[config.mk]
export PLATFORM = sky130hd
export DESIGN_NAME = te_sync_trigger
export DESIGN_NICKNAME = d
export VERILOG_FILES = /design/src/rtl/te_sync_pkg.sv /design/src/rtl/te_pulse_meas.sv /design/src/rtl/te_trig_ctrl.sv /design/src/rtl/te_sync_trigger.sv
export SDC_FILE = /design/constraint.sdc
export NUM_CORES = 1
export LEC_CHECK = 0
export ABC_CLOCK_PERIOD_IN_PS = 3080
export BUFFER_PORTS_ARGS = -buffer_cell sky130_fd_sc_hd__clkbuf_2
export CORE_ASPECT_RATIO = 0.75
export CORE_UTILIZATION = 60
export CTS_BUF_LIST = sky130_fd_sc_hd__clkbuf_8
export DETAILED_ROUTE_END_ITERATION = 10
export GPL_TIMING_DRIVEN = 0
export PLACE_DENSITY = 0.94
export REMOVE_ABC_BUFFERS = 1
export SLEW_MARGIN = 20
export SYNTH_ARGS = -nofsm -noshare
export SYNTH_HDL_FRONTEND = slang
export SYNTH_SLANG_ARGS = --single-unit
[constraint.sdc]
create_clock -name clk -period 3.08 [get_ports clk]
set_clock_uncertainty 0.2 [all_clocks]
set_input_delay 0.462 -clock clk [delete_from_list [all_inputs] [get_ports clk]]
set_output_delay 0.462 -clock clk [all_outputs]
set_load 0.05 [all_outputs]
[src/rtl/te_sync_pkg.sv]
`timescale 1ns/1ps
package te_sync_pkg;

  typedef enum logic [1:0] {
    TRIG_INTERNAL = 2'd0,
    TRIG_FRAME    = 2'd1,
    TRIG_LINE     = 2'd2,
    TRIG_RESERVED = 2'd3
  } trigSel_e;

  // classified pulse strobes from the measuring datapath to the control
  typedef struct packed {
    logic vsEvt;
    logic hsEvt;
  } teEvt_t;

endpackage

[src/rtl/te_pulse_meas.sv]
`timescale 1ns/1ps
module te_pulse_meas
  import te_sync_pkg::*;
#(
  parameter int CNT_W = 8
) (
  input  logic             clk,
  input  logic             rstN,
  input  logic             teIn,
  input  logic             vsPolDef,
  input  logic             hsPolDef,
  input  logic [CNT_W-1:0] hsWidth,
  input  logic [CNT_W-1:0] vsWidth,
  output teEvt_t           evt
);

  localparam int NCH   = 2;
  localparam int CH_VS = 0;
  localparam int CH_HS = 1;
  localparam logic [CNT_W-1:0] CNT_MAX = '1;

  logic                       teQ;
  logic [NCH-1:0]             actLvl;
  logic [NCH-1:0][CNT_W-1:0]  runLen;
  logic [NCH-1:0]             pulseEnd;

  assign actLvl[CH_VS] = vsPolDef;
  assign actLvl[CH_HS] = hsPolDef;

  // input sampling stage
  always_ff @(posedge clk or negedge rstN) begin
    if (!rstN) teQ <= 1'b0;
    else       teQ <= teIn;
  end

  // one saturating run-length counter per active level
  for (genvar g = 0; g < NCH; g++) begin : gChan
    logic [CNT_W-1:0] lenQ;

    always_ff @(posedge clk or negedge rstN) begin
      if (!rstN) begin
        lenQ <= '0;
      end else if (teQ == actLvl[g]) begin
        if (lenQ != CNT_MAX) lenQ <= lenQ + CNT_W'(1);
      end else begin
        lenQ <= '0;
      end
    end

    assign runLen[g]   = lenQ;
    assign pulseEnd[g] = (teQ != actLvl[g]) && (lenQ != '0);
  end

  // classification at the end of each run
  always_ff @(posedge clk or negedge rstN) begin
    if (!rstN) begin
      evt <= '0;
    end else begin
      evt.vsEvt <= pulseEnd[CH_VS] && (runLen[CH_VS] >= vsWidth);
      evt.hsEvt <= pulseEnd[CH_HS] && (runLen[CH_HS] >= hsWidth)
                   && (runLen[CH_HS] < vsWidth);
    end
  end

endmodule

[src/rtl/te_trig_ctrl.sv]
`timescale 1ns/1ps
module te_trig_ctrl
  import te_sync_pkg::*;
#(
  parameter int LINE_W = 11
) (
  input  logic              clk,
  input  logic              rstN,
  input  logic              xferEn,
  input  logic [1:0]        trigMode,
  input  logic [LINE_W-1:0] lineNum,
  input  teEvt_t            evt,
  output logic              startStrobe
);

  localparam logic [LINE_W-1:0] LINE_MAX = '1;

  trigSel_e          modeSel;
  logic              done;
  logic              seenVs;
  logic [LINE_W-1:0] lineCnt;
  logic [LINE_W-1:0] lineInc;
  logic              fire;
  logic              fireOk;

  assign modeSel = trigSel_e'(trigMode);
  assign lineInc = (lineCnt == LINE_MAX) ? lineCnt : lineCnt + LINE_W'(1);

  always_comb begin
    case (modeSel)
      TRIG_INTERNAL: fire = 1'b1;
      TRIG_FRAME:    fire = evt.vsEvt;
      TRIG_LINE:     fire = (evt.vsEvt && (lineNum == '0)) ||
                            (evt.hsEvt && !evt.vsEvt && seenVs && (lineInc == lineNum));
      default:       fire = 1'b0;
    endcase
  end

  assign fireOk = xferEn && !done && fire;

  always_ff @(posedge clk or negedge rstN) begin
    if (!rstN) begin
      done        <= 1'b0;
      seenVs      <= 1'b0;
      lineCnt     <= '0;
      startStrobe <= 1'b0;
    end else if (!xferEn) begin
      done        <= 1'b0;
      seenVs      <= 1'b0;
      lineCnt     <= '0;
      startStrobe <= 1'b0;
    end else begin
      startStrobe <= fireOk;
      if (fireOk) done <= 1'b1;
      if (evt.vsEvt) begin
        seenVs  <= 1'b1;
        lineCnt <= '0;
      end else if (evt.hsEvt && seenVs) begin
        lineCnt <= lineInc;
      end
    end
  end

endmodule

[src/rtl/te_sync_trigger.sv]
`timescale 1ns/1ps
module te_sync_trigger
  import te_sync_pkg::*;
#(
  parameter int CNT_W  = 8,
  parameter int LINE_W = 11
) (
  input  logic              clk,
  input  logic              rstN,
  input  logic              teIn,
  input  logic              vsPolDef,
  input  logic              hsPolDef,
  input  logic [1:0]        trigMode,
  input  logic [CNT_W-1:0]  hsWidth,
  input  logic [CNT_W-1:0]  vsWidth,
  input  logic [LINE_W-1:0] lineNum,
  input  logic              xferEn,
  output logic              startStrobe
);

  teEvt_t evt;

  te_pulse_meas #(.CNT_W(CNT_W)) u_meas (
    .clk      (clk),
    .rstN     (rstN),
    .teIn     (teIn),
    .vsPolDef (vsPolDef),
    .hsPolDef (hsPolDef),
    .hsWidth  (hsWidth),
    .vsWidth  (vsWidth),
    .evt      (evt)
  );

  te_trig_ctrl #(.LINE_W(LINE_W)) u_ctrl (
    .clk         (clk),
    .rstN        (rstN),
    .xferEn      (xferEn),
    .trigMode    (trigMode),
    .lineNum     (lineNum),
    .evt         (evt),
    .startStrobe (startStrobe)
  );

endmodule

# Word-level counts from Yosys, hierarchy flattened
# Cells that the tools add are included.
# word_totals
register_bits	33
latch_bits	0
mem_bits_rw	0
mem_bits_ro	0
out_inout_bits	1
n_memories	0
# op_classes
addsub	3
multipliers	0
n_div	0
order_cmp	3
n_eq_ne	15
shift	0
muxes	14
n_bitwise	0
reduce_logical	19
# op_table
operator	count
11-bit two-way mux	4
8-bit two-way mux	4
8-bit by 1-bit adder with 8-bit output (second input constant)	2
8-bit greater-or-equal comparator	2
8-bit != test (second input constant)	2
8-bit nonzero test	2
1-bit logical AND	12
11-bit by 1-bit adder with 11-bit output (second input constant)	1
11-bit equality test	1
11-bit equality test (second input constant)	1
11-bit zero test	1
8-bit less-than comparator	1
1-bit two-way mux	5
2-bit by 1-bit != test with 1-bit output (second input constant)	2
2-bit != test (second input constant)	2
3-bit by 1-bit != test with 1-bit output (second input constant)	1
1-bit case mux with 3 select lines	1
1-bit equality test	2
2-bit by 1-bit equality test with 1-bit output (second input constant)	1
2-bit equality test (second input constant)	1
1-bit zero test	2
2-bit zero test	1
1-bit != test	2
1-bit logical OR	1

# Longest topological paths before layout
# depth
word_depth	9
mapped_depth	9
mapped_depth_nobuf	9

# By module
# Synthesis repeated with hierarchy kept, for this count alone.
# hier_totals
hier_cells	312
area_unflattened_um2	2776.4
# modules_own_cells
module	instances	cells_each	area_per_inst_um2
te_pulse_meas	1	166	1512.7
te_trig_ctrl	1	146	1263.7

# Least setup slack after synthesis
# No wires, ideal clock.
# synth_path
path_kind	reg-to-reg
start	register u_ctrl.lineCnt[0]
end	register u_ctrl.done
setup_ns	0.069
arrival_ns	1.881
required_ns	2.811
slack_ns	0.929
stages_incl_launch_ff	10
cell_sequence	dfrtp_1 ha_1 and2_0 clkbuf_1 nor4_1 o21ai_0 o311a_1 nor4_1 nand4_1 nand3_1
# synth_via
elab_chain_len	8
elab_cells_between_ends	9
classes_between	1 x add/sub; 3 x eq/ne; 2 x mux; 3 x reduce/logical
# synth_lines
item	line	source
from (decl)	te_trig_ctrl.sv:21	logic [LINE_W-1:0] lineCnt;
from (signal assigned)	te_trig_ctrl.sv:59	lineCnt <= lineInc;
11-bit by 1-bit adder with 11-bit output or 11-bit equality test (tied branches)	te_trig_ctrl.sv:27	assign lineInc = (lineCnt == LINE_MAX) ? lineCnt : lineCnt + LINE_W'(1);
11-bit two-way mux *	te_trig_ctrl.sv:27	
11-bit equality test *	te_trig_ctrl.sv:34	(evt.hsEvt && !evt.vsEvt && seenVs && (lineInc == lineNum));
1-bit logical AND *	te_trig_ctrl.sv:34	
1-bit logical OR *	te_trig_ctrl.sv:33	TRIG_LINE: fire = (evt.vsEvt && (lineNum == '0)) ||
1-bit case mux with 3 select lines *	te_trig_ctrl.sv:30	case (modeSel)
1-bit logical AND *	te_trig_ctrl.sv:39	assign fireOk = xferEn && !done && fire;
2-bit by 1-bit != test with 1-bit output (no source line) *	--	
to (signal assigned)	te_trig_ctrl.sv:43	done <= 1'b0;
to (signal assigned)	te_trig_ctrl.sv:48	done <= 1'b0;
to (signal assigned)	te_trig_ctrl.sv:54	if (fireOk) done <= 1'b1;
to (decl)	te_trig_ctrl.sv:19	logic done;
# Mark *: on every way between the ends. The rest lies on a longest branch, timed or not.
# A chain may end at the register's enable or synchronous reset.

# Final worst setup path
# layout_path
start	register u_ctrl.lineCnt[0]
end	register u_ctrl.startStrobe
# layout_via
elab_chain_len	8
elab_cells_between_ends	9
classes_between	1 x add/sub; 2 x eq/ne; 3 x mux; 3 x reduce/logical
# layout_lines
item	line	source
11-bit by 1-bit adder with 11-bit output or 11-bit equality test (tied branches)	te_trig_ctrl.sv:27	
11-bit two-way mux *	te_trig_ctrl.sv:27	
11-bit equality test *	te_trig_ctrl.sv:34	
1-bit logical AND *	te_trig_ctrl.sv:34	
1-bit logical OR *	te_trig_ctrl.sv:33	
1-bit case mux with 3 select lines *	te_trig_ctrl.sv:30	
1-bit logical AND *	te_trig_ctrl.sv:39	
1-bit two-way mux *	te_trig_ctrl.sv:47	end else if (!xferEn) begin
to (signal assigned)	te_trig_ctrl.sv:53	startStrobe <= fireOk;
to (decl)	te_trig_ctrl.sv:13	output logic startStrobe
# Marked as above.

==> impl_summary.txt <==
----------------------------------------------------
[Outcome]
  Run status ... complete, no violations

[Routing]
  Initial DRC count ... 216
  Routed wire length ... 6200 um
  Via density per instance ... 6.23
  Vias post-DR ... 2511
  Detailed-route DRC error count ... 0
  ANT nets after route ... 0
  Wire per inst ... 15.4 um
  Number of iterations in the first detailed-routing pass ... 5

[Global route]
  Largest net degree at the start of global routing ... 34
  Global-route wire length before repair ... 10200 um
  Number of global-route vias before repair ... 2193
  Residual overflow from global routing ... 0
  Antenna violations before repair ... 0
  GRT Overall Usage ... 28.8%

[Critical path]
  Cell family contributing the most delay on the critical path ... simple AND/OR/NAND/NOR gates
  Critical path arrival ... 2770 ps
  Total buffers and inverters traversed by the critical path ... 0
  CP Cell Sequence ... ha_1, and2_0, nand4_1, nand4_1, o21ai_0, a211oi_1, nand4_1, nand2_1
  Worst Setup Start Kind ... flip-flop
  Crit-path max cell delay ... 460 ps
  Data required, critical path ... 3100 ps
  Critical path's most frequent cell ... nand4_1
  Critical path capture point type ... flip-flop
  Startpoint-to-endpoint class of the critical path ... reg -> reg
  Largest fanout on the critical path ... 7
  Cell type of the slowest stage on the worst timing path ... dfrtp_1

[Yosys]
  Post-Syn Instances ... 318
  Post-synth top flop ... dfrtp_1
  Number of warnings printed during yosys synthesis ... 0
  Most area-hungry cell type in the Yosys netlist ... dfrtp_1
  Cell types with the highest counts after synthesis ... 37 x nor2_1, 33 x dfrtp_1, 28 x ha_1, 24 x nand3_1, 23 x o21ai_0
  Unique masters post-synth ... 46
  Post-synthesis average cell area ... 8.41 um2
  Netlist area before placement ... 2680 um2
  Main combinational cell family by area after synthesis ... simple AND/OR/NAND/NOR gates
  Area fraction in compound gates after synthesis ... 16.9%
  Adder and majority cell fraction of the synthesized area ... 13.1%
  Top-area cell type share of the netlist area ... 30.9%
  Number of enable flip-flop cells after synthesis ... 0
  Synth area leaders ... dfrtp_1 31%, ha_1 13%, nor2_1 5.2%
  Area share of xor/xnor cells in the synthesized design ... 5.89%
  Part of the Yosys area used for sequential elements ... 30.9%
  Share of synthesized flip-flops with an asynchronous set or reset ... 100%
  Most repeated cell in the gate-level netlist after synthesis ... nor2_1
  Post-synthesis register bit count ... 33
  Synthesized-area fraction occupied by and/or/nand/nor cells ... 26.1%
  Mux contribution to synthesized area ... 0.748%

[Placed design]
  Port-buffer cells ... 35
  Placed Cells ... 395
  Global placement routability congestion ... 0.916
  Worst slack at placement ... 496 ps
  Final HPWL DP ... 4670 um

[Timing]
  Final max-slew violation count ... 0
  Final setup violation count ... 0
  Slack of the critical path ... 329 ps
  Highest Clock Rate ... 364 MHz
  Hold Slack ... 44.7 ps
  Worst rel slew slack ... 46.9%
  Period minus WS final ... 2750 ps
  RSZ-0062 raised after global routing ... false
  Actual transition at the worst max-transition pin ... 796 ps
  Hold Violations, Final ... 0
  Setup TNS Final ... 0 ps
  Final worst-path cycle share ... 89.3%

[Floorplanning]
  Top Ports ... 36
  Placement Rows ... 20
  Placeable core area ... 4150 um2
  Starting density of the core ... 64.4%
  Width of the chip ... 79.1 um
  Die footprint ... 4730 um2
  Die Y-Extent ... 59.8 um

[Clocking]
  Clock latency on the worst-skew pair ... 290 ps
  TritonCTS Sinks ... 33
  Number of buffers created by CTS ... 5
  H-Tree Depth ... 2
  CTS Root Cell ... clkbuf_8
  Cts hold-fix bufs ... 0
  CTS tree ... yes
  Post-CTS setup repair buffer count ... 0
  Deepest clock path buffer count ... 2
  Worst-path clk slew ... 70 ps
  Post-CTS sizing ... 0

[Pwr]
  Part of the total power dissipated in the clock network ... 32.7%
  Switching Fraction ... 29.0%
  Proportion of power drawn by combinational gates ... 18.5%
  Total net switching power ... 0.279 mW
  Leakage dissipation ... 1.38 nW
  Total power divided by cell area ... 330 nW/um2
  Sequential fraction of design power ... 48.8%
  Internal power consumption ... 0.683 mW
  Max IR drop VDD ... 0.231 mV

[Worst hold path]
  Path type of the worst min-delay path ... in -> async

[Final layout]
  Sequential standard cell area ... 826 um2
  Fin nets ... 410
  Fraction of layout cells with a size suffix above 1 ... 14.7%
  Number of fillers in the final layout ... 322
  Antenna cell count ... 0
  Area growth from synthesis to final layout ... 8.89%
  Area taken by multi-input logic gates ... 1680 um2
  Final Non-Filler Cells ... 403

[Run]
  MaxCap Viol Count ... 0

----------------------------------------------------
## cells in the final DEF, fill, tap and decap left out, types with 2 or more instances in the layout
cell and n:
nor2_1 37, clkbuf_2 35, dfrtp_1 33, ha_1 28
nand3_1 24, inv_1 23, o21ai_0 23, nand2_1 17
a21oi_1 16, xnor2_1 11, nand2b_1 8, a21o_1 7
nor3_1 7, xor2_1 7, a31oi_1 6, and3_1 6
nand4_1 6, nor4_1 5, clkbuf_8 5, nand3b_1 4
a211oi_1 4, a311oi_1 4, or3_1 3, nor4b_1 2
a211o_1 2, mux2i_1 2, and3_2 2, and2_0 2
nor2b_1 2, clkinv_2 2
## state kept, by name (all words and copies together) (netlist names)
signal and count:
u_meas.evt 2, u_meas.gChan.lenQ 16, u_ctrl.startStrobe 1, u_ctrl.seenVs 1
u_ctrl.done 1, u_ctrl.lineCnt 11, u_meas.teQ 1
## area by class of cell
cell class	count	area share (%)
clock inverters	3	0.473
repair buffers	35	6.01
multi-input cells	250	57.6
flip-flops and latches	33	28.4
inverters	22	2.84
well taps	55	2.36
clock buffers	5	2.36
## per-stage QoR
step | instance area (um2) | power, mW | util, %
6_report | 2910 | 0.962 | 70.1
3_3_place_gp | 2830 | 0.640 | 68.1
2_1_floorplan | 2590 | 0.582 | -
5_1_grt | 2910 | 1.01 | 70.1
4_1_cts | 2910 | 0.968 | 70.1
3_5_place_dp | 2830 | 0.655 | 68.1
## cells by family after synthesis
logic type | Yosys count
AO/OA/AOI/OAI | 71
XOR/XNOR | 18
adder cells (fa/ha/maj) | 28
buffers and inverters | 35
flip-flops | 33
multiplexers | 2
AND/OR/NAND/NOR | 131
## power groups by stage
stage	clock [mW]	sequential (mW)	combinational, mW
finish	0.314	0.470	0.178
detailed placement	0	0.477	0.177
floorplan	0	0.473	0.109
global placement	0	0.476	0.164
CTS	0.319	0.469	0.180
global route	0.336	0.472	0.205
## final timing paths
check | cells after the start | slack (ps) | end | startpoint
worst max-delay path | 8 | 330 | u_ctrl.startStrobe | u_ctrl.lineCnt[0]
worst min-delay path | 1 | 40 | u_meas.gChan[0].lenQ[4] | rstN
worst max register to register | 8 | 330 | u_ctrl.startStrobe | u_ctrl.lineCnt[0]
worst min register to register | 2 | 310 | u_ctrl.done | u_ctrl.done
max in group asynchronous | 1 | 2130 | u_meas.gChan[1].lenQ[1] | rstN
min in group clk | 1 | 70 | u_meas.teQ | teIn
## metal layers
layer / track usage (%) / vias to the layer above / part of all wire, %
met2: 46.1 / 127 / 45
met3: 6.41 / 18 / 8.6
met1: 38.5 / 1162 / 44
met4: 11.4 / 0 / 2.0
li1: - / 1204 / -
met5: 0 / - / 0
No activity file was read; power rests on OpenSTA's default activity.
